$ cat config.mk
export PLATFORM = sky130hd
export DESIGN_NAME = alu8_status
export DESIGN_NICKNAME = d
export VERILOG_FILES = /design/src/rtl/alu8_pkg.sv /design/src/rtl/alu8_addsub.sv /design/src/rtl/alu8_bitops.sv /design/src/rtl/alu8_flagreg.sv /design/src/rtl/alu8_status.sv
export SDC_FILE = /design/constraint.sdc
export NUM_CORES = 1
export LEC_CHECK = 0
export BUFFER_PORTS_ARGS = -buffer_cell sky130_fd_sc_hd__clkbuf_2
export CAP_MARGIN = 5
export CORE_ASPECT_RATIO = 0.7
export CORE_MARGIN = 2
export CORE_UTILIZATION = 30
export DETAILED_ROUTE_END_ITERATION = 10
export GPL_TIMING_DRIVEN = 1
export SLEW_MARGIN = 40
export SYNTH_ARGS = -nofsm -noshare
export SYNTH_HDL_FRONTEND = slang
export SYNTH_SLANG_ARGS = --single-unit
$ cat constraint.sdc
create_clock -name clk -period 4.7 [get_ports clk]
set_input_delay 0.47 -clock clk [delete_from_list [all_inputs] [get_ports clk]]
set_output_delay 0.47 -clock clk [all_outputs]
set_load 0.01 [all_outputs]
$ cat src/rtl/alu8_pkg.sv
package alu8_pkg;

    typedef enum logic [4:0] {
        OP_ADD = 5'd0,  OP_ADC = 5'd1,  OP_SUB = 5'd2,  OP_SBC = 5'd3,
        OP_DAA = 5'd4,  OP_AND = 5'd5,  OP_OR  = 5'd6,  OP_XOR = 5'd7,
        OP_CPL = 5'd8,  OP_RL  = 5'd9,  OP_RR  = 5'd10, OP_RLC = 5'd11,
        OP_RRC = 5'd12, OP_INC = 5'd13, OP_DEC = 5'd14, OP_SZ  = 5'd15,
        OP_SNZ = 5'd16, OP_SIZ = 5'd17, OP_SDZ = 5'd18
    } alu_op_e;

    // Packed so that bit 0 is carry and bit 3 is overflow.
    typedef struct packed {
        logic ov;
        logic z;
        logic ac;
        logic c;
    } aflags_t;

    typedef struct packed {
        logic    to;
        logic    pd;
        aflags_t f;
    } stat_t;

endpackage

$ cat src/rtl/alu8_addsub.sv
module alu8_addsub
    import alu8_pkg::*;
#(
    parameter int W = 8
) (
    input  alu_op_e        op,
    input  logic [W-1:0]   a,
    input  logic [W-1:0]   b,
    input  logic           cin,
    input  logic           acin,
    output logic [W-1:0]   res,
    output aflags_t        fl
);
    localparam int H = W / 2;

    logic           is_sub;
    logic           ci;
    logic [W-1:0]   bx;
    logic [H:0]     lo_sum;
    logic [W-1:0]   low7_sum;
    logic [W:0]     full_sum;

    logic           lo_adj;
    logic           hi_adj;
    logic [W:0]     daa_t;
    logic [W-1:0]   daa_res;

    always_comb begin
        is_sub = (op == OP_SUB) || (op == OP_SBC);
        unique case (op)
            OP_ADC, OP_SBC: ci = cin;
            OP_SUB:         ci = 1'b1;
            default:        ci = 1'b0;
        endcase
        bx       = is_sub ? ~b : b;
        lo_sum   = {1'b0, a[H-1:0]} + {1'b0, bx[H-1:0]} + {{H{1'b0}}, ci};
        low7_sum = {1'b0, a[W-2:0]} + {1'b0, bx[W-2:0]} + {{(W-1){1'b0}}, ci};
        full_sum = {1'b0, a} + {1'b0, bx} + {{W{1'b0}}, ci};
    end

    // Decimal adjust: low correction first, then high correction on the sum.
    always_comb begin
        lo_adj  = (a[H-1:0] > H'(9)) || acin;
        daa_t   = {1'b0, a} + (lo_adj ? (W+1)'(6) : '0);
        hi_adj  = (daa_t[W-1:H] > H'(9)) || cin || daa_t[W];
        daa_res = daa_t[W-1:0] + (hi_adj ? W'(8'h60) : '0);
    end

    always_comb begin
        fl = '0;
        if (op == OP_DAA) begin
            res  = daa_res;
            fl.c = hi_adj;
        end else begin
            res   = full_sum[W-1:0];
            fl.c  = full_sum[W];
            fl.ac = lo_sum[H];
            fl.ov = low7_sum[W-1] ^ full_sum[W];
            fl.z  = (full_sum[W-1:0] == '0);
        end
    end

endmodule

$ cat src/rtl/alu8_bitops.sv
module alu8_bitops
    import alu8_pkg::*;
#(
    parameter int W = 8
) (
    input  alu_op_e        op,
    input  logic [W-1:0]   a,
    input  logic [W-1:0]   b,
    input  logic           cin,
    output logic [W-1:0]   res,
    output logic           cout
);
    always_comb begin
        cout = cin;
        unique case (op)
            OP_AND:          res = a & b;
            OP_OR:           res = a | b;
            OP_XOR:          res = a ^ b;
            OP_CPL:          res = ~a;
            OP_RL:           res = {a[W-2:0], a[W-1]};
            OP_RR:           res = {a[0], a[W-1:1]};
            OP_RLC: begin
                res  = {a[W-2:0], cin};
                cout = a[W-1];
            end
            OP_RRC: begin
                res  = {cin, a[W-1:1]};
                cout = a[0];
            end
            OP_INC, OP_SIZ:  res = a + W'(1);
            OP_DEC, OP_SDZ:  res = a - W'(1);
            default:         res = a;
        endcase
    end

endmodule

$ cat src/rtl/alu8_flagreg.sv
module alu8_flagreg
    import alu8_pkg::*;
(
    input  logic     clk,
    input  logic     rst_n,
    input  aflags_t  upd_mask,
    input  aflags_t  new_flags,
    input  logic     wr_en,
    input  aflags_t  wr_flags,
    input  logic     halt_evt,
    input  logic     wclr_evt,
    input  logic     wto_evt,
    output stat_t    stat_q
);
    stat_t stat_d;

    always_comb begin
        stat_d = stat_q;
        if (wr_en)
            stat_d.f = wr_flags;
        else
            stat_d.f = (stat_q.f & ~upd_mask) | (new_flags & upd_mask);

        if (halt_evt)
            stat_d.pd = 1'b1;
        else if (wclr_evt)
            stat_d.pd = 1'b0;

        if (wto_evt)
            stat_d.to = 1'b1;
        else if (halt_evt || wclr_evt)
            stat_d.to = 1'b0;
    end

    always_ff @(posedge clk or negedge rst_n) begin
        if (!rst_n)
            stat_q <= '0;
        else
            stat_q <= stat_d;
    end

endmodule

$ cat src/rtl/alu8_status.sv
module alu8_status
    import alu8_pkg::*;
#(
    parameter int W = 8
) (
    input  logic          clk,
    input  logic          rst_n,
    input  logic          op_valid,
    input  logic [4:0]    opcode,
    input  logic [W-1:0]  op_a,
    input  logic [W-1:0]  op_b,
    input  logic          stat_wr_en,
    input  logic [7:0]    stat_wr_data,
    input  logic          halt_evt,
    input  logic          wdt_clear_evt,
    input  logic          wdt_timeout_evt,
    output logic [W-1:0]  result,
    output logic          skip,
    output logic [7:0]    status
);
    alu_op_e       op;
    stat_t         stat_q;
    logic [W-1:0]  arith_res;
    aflags_t       arith_fl;
    logic [W-1:0]  bit_res;
    logic          bit_cout;
    aflags_t       mask_raw;
    aflags_t       nf;
    logic          skip_raw;

    assign op = alu_op_e'(opcode);

    alu8_addsub #(.W(W)) u_addsub (
        .op   (op),
        .a    (op_a),
        .b    (op_b),
        .cin  (stat_q.f.c),
        .acin (stat_q.f.ac),
        .res  (arith_res),
        .fl   (arith_fl)
    );

    alu8_bitops #(.W(W)) u_bitops (
        .op   (op),
        .a    (op_a),
        .b    (op_b),
        .cin  (stat_q.f.c),
        .res  (bit_res),
        .cout (bit_cout)
    );

    always_comb begin
        mask_raw = '0;
        nf       = '0;
        skip_raw = 1'b0;
        result   = bit_res;
        case (op)
            OP_ADD, OP_ADC, OP_SUB, OP_SBC: begin
                result   = arith_res;
                nf       = arith_fl;
                mask_raw = '1;
            end
            OP_DAA: begin
                result     = arith_res;
                nf.c       = arith_fl.c;
                mask_raw.c = 1'b1;
            end
            OP_AND, OP_OR, OP_XOR, OP_CPL, OP_INC, OP_DEC: begin
                nf.z       = (bit_res == '0);
                mask_raw.z = 1'b1;
            end
            OP_RL, OP_RR: ;
            OP_RLC, OP_RRC: begin
                nf.c       = bit_cout;
                mask_raw.c = 1'b1;
            end
            OP_SZ, OP_SIZ, OP_SDZ: skip_raw = (bit_res == '0);
            OP_SNZ:                skip_raw = (bit_res != '0);
            default:               result   = '0;
        endcase
    end

    alu8_flagreg u_flagreg (
        .clk       (clk),
        .rst_n     (rst_n),
        .upd_mask  (op_valid ? mask_raw : aflags_t'('0)),
        .new_flags (nf),
        .wr_en     (stat_wr_en),
        .wr_flags  (aflags_t'(stat_wr_data[3:0])),
        .halt_evt  (halt_evt),
        .wclr_evt  (wdt_clear_evt),
        .wto_evt   (wdt_timeout_evt),
        .stat_q    (stat_q)
    );

    assign skip   = op_valid && skip_raw;
    assign status = {2'b00, stat_q};

endmodule

==> summary.txt, run 1 <==
Power
  – Leakage dissipation: 1.32 nW
  – Peak supply drop: 0.0000920 V
  – Total power draw: 0.518 mW
  – Power per cell area: between 150 and 200 mW/mm²

Finish
  – Number of antenna cells inserted: 0
  – FF+latch area: 150 µm²
  – Net count reported at finish: ~480
  – Area of the multi-input gates: approximately 0.0023 mm²
  – Number of cells in the finished layout apart from fillers: 521
  – Ratio of cells with drive above 1 in the final layout: 17.7%
  – Fill cells: approximately 900
  – Syn-to-layout area delta: 14.8%

Global routing
  – Global-route wire length before repair: around 13000 µm
  – GR Util All Layers: 17.8%
  – Pin count of the biggest net entering global routing: 26
  – Antenna violations before repair: 0
  – Total overflow reported by the global router: 0
  – Vias in the first global route: 2542

Routing
  – Post-detailed-route via-to-cell ratio: ~5.5
  – DR iter-0 viols: 260
  – Routed wire length per instance: 16.2 µm
  – Count of unresolved DRC violations after routing: 0
  – First drt pass iteration count: 5
  – Routed wire length: 8460 µm
  – Routed vias: 2864
  – Routed Antenna Nets: 0

Worst setup path
  – Critical path start-end classification: in2out
  – Signal arrival time at the worst endpoint: 3.89 ns
  – Crit path top cell by count: sky130_fd_sc_hd__ha_1
  – Slowest stage delay, CP: 0.49 ns
  – Required @ worst endpoint: 4.23 ns
  – Worst-path cell with the longest stage delay: sky130_fd_sc_hd__fa_1
  – Max FO, Critical Path: 6
  – Element type at the critical path start: input port
  – Capturing element type of the critical path: output port
  – List of cells traversed by the critical path: clkbuf_2 > o21ai_0 > nand2b_1 > ha_1 > fa_1 > nand3_1 > xnor2_1 > o21ai_0 > or3b_2 > ha_1 > ha_1 > nor3_1 > a211oi_1 > a2bb2oi_1 > mux2i_1 > o22ai_1 > clkbuf_2

Die
  – Height of the die: 82.7 µm
  – Standard-cell row count: 28
  – I/O Pins: 53
  – Initial Util: between 30% and 40%
  – Die extent in x: approximately 120 µm
  – Die outline area: between 0.009 and 0.01 mm²
  – Core region area: around 0.0085 mm²

Yosys
  – Post-Synthesis Mean Instance Area: 7.21 µm²
  – Post-synthesis cell type count: 67
  – Post-Syn Area: 0.00265 mm²
  – Number of enable-type register cells in the synthesized netlist: 0
  – Yosys synthesis warning count: 0
  – Fraction of registers with async set/reset: 100%
  – Dominant synthesized flop cell: sky130_fd_sc_hd__dfrtp_1
  – Number of synthesized register bits: 6
  – Count of mapped cells out of synthesis: 368
  – Sequential-to-total area share from yosys stat: 5.66%

STA
  – Largest clock skew in the final design: 0.000730 ns
  – RSZ-0062 raised after global routing: no
  – Fraction of the cycle the final worst path needs: between 90 and 100%
  – Transition time at the pin with the least slew margin: 0.680 ns
  – Smallest hold slack: 0.0630 ns
  – Achievable clock frequency: 229 MHz
  – Hold violation total from the final report: 0
  – Max Transition Viols Final: 0
  – Slew margin rel.: 54.6%
  – Setup TNS: 0 ns
  – Post-route minimum period: 4.36 ns
  – Final-report setup violation count: 0

Clock tree
  – Cts bufs inserted: 3
  – Worst skew pair latency: 0.22 ns
  – Number of buffers on the longest clock path: 2
  – Number of setup buffers added after CTS: 0
  – H-tree depth: 1
  – Root Driver: sky130_fd_sc_hd__clkbuf_16
  – Clock-pin transition on the worst setup and hold timing paths: 0.03 ns
  – Post-CTS Resized: 0
  – Post-cts hold buffer count: 0
  – CTS tree: built
  – Number of clock sinks: 6

Placed design
  – Final GP Congestion: 0.929
  – IO buf count: 46
  – Placed Cells: 518
  – Hpwl dp: 6870 µm

Job
  – Max-cap violations: 0

Min path
  – Hold/Removal Path Class: in2async

Outcome
  – Status: complete, no violations
## power breakdown
group	switching, mW	internal, mW
Combinational	0.187	0.132
Sequential	0.00635	0.0568
Clock	0.0263	0.109
## critical path: cells and delay by family
kind / cells / cell delay, ns
AO/OA/AOI/OAI: 5 / 0.80
adder cells (fa/ha/maj): 4 / 1.16
buffers and inverters: 2 / 0.25
AND/OR/NAND/NOR: 4 / 0.99
multiplexers: 1 / 0.10
XOR/XNOR: 1 / 0.11
## metal layers
layer	track usage (%)	vias to the layer above	share of wire [%]	wire length [µm]
li1	-	1426	-	-
met5	0	-	0	0
met2	24.9	126	39	3280
met4	1.79	0	0	0
met1	28.2	1312	51	4270
met3	3.50	0	11	901
## cells in the final DEF, fill, tap and decap left out, types with 6 or more instances in the layout
master                     count
sky130_fd_sc_hd__a211oi_1      7
sky130_fd_sc_hd__a21oi_1      25
sky130_fd_sc_hd__a32oi_1       7
sky130_fd_sc_hd__buf_4         9
sky130_fd_sc_hd__clkbuf_2     46
sky130_fd_sc_hd__dfrtp_1       6
sky130_fd_sc_hd__ha_1         33
sky130_fd_sc_hd__inv_1        21
sky130_fd_sc_hd__nand2_1      25
sky130_fd_sc_hd__nand2b_1     15
sky130_fd_sc_hd__nand3_1       8
sky130_fd_sc_hd__nor2_1       29
sky130_fd_sc_hd__nor2b_1       6
sky130_fd_sc_hd__nor3_1       10
sky130_fd_sc_hd__nor3b_1       6
sky130_fd_sc_hd__o21ai_0      23
sky130_fd_sc_hd__o22ai_1      14
sky130_fd_sc_hd__xnor2_1      19
## layout make-up
type / instances / area share, %
flip-flops and latches: 6 / 4.93
multi-input cells: 316 / 75.3
repair buffers: 55 / 9.77
well taps: 120 / 4.93
clock buffers: 3 / 2.46
inverters: 21 / 2.59
## final timing paths
path                                                  from                         endpoint  slack, ns  depth (start not counted)
setup / recovery                                   op_a[1]                        result[7]       0.34                         17
hold / removal                                       rst_n                        async pin       0.06                          1
setup reg to reg                                 flip-flop                        flip-flop       0.71                         12
hold reg to reg            u_flagreg.stat_q[5]$_DFFE_PN0P_  u_flagreg.stat_q[5]$_DFFE_PN0P_       0.47                          1
max in group asynchronous                            rst_n                        async pin       4.49                          1
min in group clk                           wdt_timeout_evt  u_flagreg.stat_q[5]$_DFFE_PN0P_       0.43                          2
## synthesized netlist by cell type (all sizes together), types with 3 or more instances
library cell  number  area [µm²]
nand3              8        40.0
a21oi             25         125
or3b               3        26.3
o2bb2ai            3        26.3
fa                 4        80.1
nand2             26         100
dfrtp              6         150
xnor2             19         166
a21o               5        37.5
o21ai             25         125
and2               7        43.8
mux2i              5        50.1
buf               20         129
a211oi             7        52.6
o21a               5        37.5
nand3b             3        22.5
nor2b              6        37.5
a32oi              7        61.3
o22ai             15         100
nor2              29         109
clkbuf             6        22.5
xor2               4        35.0
ha                33         413
o221ai             3        26.3
nor3              11        55.1
nor3b              6        45.0
a31oi              3        18.8
inv               21        78.8
nand2b            15        93.8
## cell families (layout without fill, tap and decap cells)
family	Yosys count	count (layout)	share of synthesized area [%]
xor gates and xnor gates	23	23	7.59
DFF	6	6	5.66
buffers and inverters	47	79	8.68
and+or+nand+nor	129	129	25.8
other	1	2	0.141
adders and majority gates	37	37	18.6
AOI/OAI and AO/OA	120	120	31.6
muxes	5	5	1.89
## through the flow
stage | utilization, % | setup slack, ns | cell area, µm²
final | 35.8 | 0.339 | 3050
after global placement | 34.7 | 0.414 | 2950
after detailed placement | 34.7 | 0.336 | 2950
after CTS | 35.6 | 0.334 | 3030
after global routing | 35.8 | 0.0441 | 3050
after floorplan | - | 0.775 | 2660
No activity file was read; power rests on OpenSTA's default activity.
==> inputs of run 2 (changes only) <==
==> constraint.sdc (replaced) <==
create_clock -name clk -period 5.1 [get_ports clk]
set_input_delay 0.51 -clock clk [delete_from_list [all_inputs] [get_ports clk]]
set_output_delay 0.51 -clock clk [all_outputs]
set_load 0.01 [all_outputs]
==> run 2 against run 1 <==
  * Global-route usage grew 0.29 points
  * First-iteration DRC count shrank 3.5%
  * Clock skew grew 0.0017 ns
==> summary.txt, run 2 (synthesis gave the netlist of run 1 again) <==
Outcome
  – Status: complete, no violations

Clock tree
  – Clock-pin transition on the worst setup and hold timing paths: approximately 0.03 ns
  – Cts bufs inserted: 3
  – Post-cts hold buffer count: 0
  – Number of clock sinks: 6
  – H-tree depth: 1
  – Number of buffers on the longest clock path: 2
  – Number of setup buffers added after CTS: 0
  – Worst skew pair latency: around 0.22 ns
  – Post-CTS Resized: 0
  – CTS tree: built
  – Root Driver: sky130_fd_sc_hd__clkbuf_16

Worst setup path
  – Required @ worst endpoint: around 4.6 ns
  – Critical path start-end classification: in2out
  – Capturing element type of the critical path: output port
  – Crit path top cell by count: sky130_fd_sc_hd__ha_1
  – Signal arrival time at the worst endpoint: 4.02 ns
  – List of cells traversed by the critical path: clkbuf_2 > o21ai_0 > nand2b_1 > ha_1 > fa_1 > nand3_1 > xnor2_1 > o21ai_0 > or3b_2 > ha_1 > ha_1 > nor3_1 > a211oi_1 > a2bb2oi_1 > mux2i_1 > o22ai_1 > clkbuf_2
  – CP top delay family: adder cells
  – Critical path buffer and inverter count: 2
  – Element type at the critical path start: input port
  – Stages on the worst setup path: 17
  – Logic depth of the worst register-to-register path: 12
  – Slowest stage delay, CP: 0.50 ns
  – Worst-path cell with the longest stage delay: sky130_fd_sc_hd__fa_1
  – Max FO, Critical Path: 11

Global routing
  – Pin count of the biggest net entering global routing: 26
  – Vias in the first global route: roughly 2.6k
  – Global-route wire length before repair: about 14000 µm
  – Total overflow reported by the global router: 0
  – Antenna violations before repair: 0
  – GR Util All Layers: between 10% and 20%

Die
  – I/O Pins: 53
  – Standard-cell row count: 28
  – Initial Util: ~31%
  – Die extent in x: 116 µm
  – Die outline area: 0.00963 mm²
  – Core region area: 0.00851 mm²
  – Height of the die: 82.7 µm

Routing
  – Count of unresolved DRC violations after routing: 0
  – Routed wire length per instance: around 17 µm
  – Routed wire length: about 8900 µm
  – Routed Antenna Nets: 0
  – First drt pass iteration count: 5
  – DR iter-0 viols: 251
  – Post-detailed-route via-to-cell ratio: 5.57
  – Routed vias: a little under 3k

STA
  – Fraction of the cycle the final worst path needs: 88.8%
  – Transition time at the pin with the least slew margin: approximately 0.79 ns
  – Achievable clock frequency: 221 MHz
  – Final Worst Setup Slack: 0.569 ns
  – Setup TNS: 0 ns
  – Largest clock skew in the final design: 0.00247 ns
  – Max Transition Viols Final: 0
  – Slew margin rel.: between 40% and 50%
  – RSZ-0062 raised after global routing: no
  – Smallest hold slack: 0.110 ns
  – Final-report setup violation count: 0
  – Post-route minimum period: 4.53 ns
  – Hold violation total from the final report: 0

Finish
  – Commonest cells after routing, fill and taps aside: sky130_fd_sc_hd__clkbuf_2 (46), sky130_fd_sc_hd__ha_1 (33), sky130_fd_sc_hd__nor2_1 (29)
  – Most common library cell in the layout ignoring fill and taps: sky130_fd_sc_hd__clkbuf_2
  – Ratio of cells with drive above 1 in the final layout: about 17%
  – Net count reported at finish: 474
  – Number of antenna cells inserted: 0
  – Syn-to-layout area delta: 14.2%

Power
  – Leakage dissipation: 1.31 nW
  – Power per cell area: 158 mW/mm²
  – Peak supply drop: 0.0000962 V

Min path
  – Hold/Removal Path Class: in2async

Placed design
  – Final GP Congestion: 0.904
  – Hpwl dp: 7120 µm
  – IO buf count: 46
  – Pre-CTS setup slack: 0.579 ns

Job
  – Max-cap violations: 0
run 2: cell count changes in the layout (fill, tap and decap cells not counted):
| cell | change |
|---|---|
| sky130_fd_sc_hd__nor3b_2 | +1 |
| sky130_fd_sc_hd__nor3_2 | -1 |
| sky130_fd_sc_hd__nor3_1 | +1 |
| sky130_fd_sc_hd__nor3b_1 | -1 |
| sky130_fd_sc_hd__buf_4 | -2 |
run 2: layout make-up:
cell class                      instances  area [µm²]
Multi-Input combinational cell        316        2290
Timing Repair Buffer                   53         283
Clock buffer                            3        75.1
Sequential cell                         6         150
Fill cell                             931        5480
Inverter                               21        78.8
Tap cell                              120         150
run 2: layer usage:
layer | vias to the layer above | routed length [µm] | track usage, %
met5 | - | 0 | 0
met4 | 0 | 12 | 1.31
li1 | 1413 | - | -
met2 | 121 | 3540 | 26.9
met1 | 1357 | 4540 | 27.5
met3 | 2 | 783 | 3.72
run 2: stage by stage:
step | cell area, µm² | util (%) | cells | power [mW]
2_1_floorplan | 2660 | - | 369 | 0.266
3_3_place_gp | 2940 | 34.5 | 516 | 0.344
3_5_place_dp | 2940 | 34.5 | 516 | 0.349
4_1_cts | 3010 | 35.4 | 519 | 0.476
5_1_grt | 3030 | 35.6 | 519 | 0.517
6_report | 3030 | 35.6 | 519 | 0.478
run 2: path summary, 6_finish.rpt:
kind                       slack, ns                             from                         endpoint
setup reg to reg                1.29                        flip-flop                        flip-flop
max in group asynchronous       4.83                            rst_n  u_flagreg.stat_q[4]$_DFFE_PN0P_
hold / removal                  0.11                            rst_n  u_flagreg.stat_q[5]$_DFFE_PN0P_
min in group clk                0.47                  wdt_timeout_evt  u_flagreg.stat_q[5]$_DFFE_PN0P_
setup / recovery                0.57                          op_a[2]                        result[7]
hold reg to reg                 0.47  u_flagreg.stat_q[4]$_DFFE_PN0P_  u_flagreg.stat_q[4]$_DFFE_PN0P_
run 2: power by group:
| group | total (mW) | switching, mW | internal, mW |
|---|---|---|---|
| registers | 0.0575 | 0.00514 | 0.0523 |
| clock network | 0.124 | 0.0235 | 0.100 |
| logic | 0.297 | 0.176 | 0.121 |
run 2: worst reg2reg max path, cell delays in order (launching register included):
cell	delay (ns)
sky130_fd_sc_hd__dfrtp_1	0.49
sky130_fd_sc_hd__and2_0	0.22
sky130_fd_sc_hd__o21ai_0	0.45
sky130_fd_sc_hd__fa_1	0.30
sky130_fd_sc_hd__inv_1	0.06
sky130_fd_sc_hd__fa_1	0.40
sky130_fd_sc_hd__a21o_1	0.19
sky130_fd_sc_hd__a22o_1	0.19
sky130_fd_sc_hd__or4_1	0.39
sky130_fd_sc_hd__o311ai_0	0.14
sky130_fd_sc_hd__nor4b_1	0.55
sky130_fd_sc_hd__a311oi_1	0.19
sky130_fd_sc_hd__o22ai_1	0.17
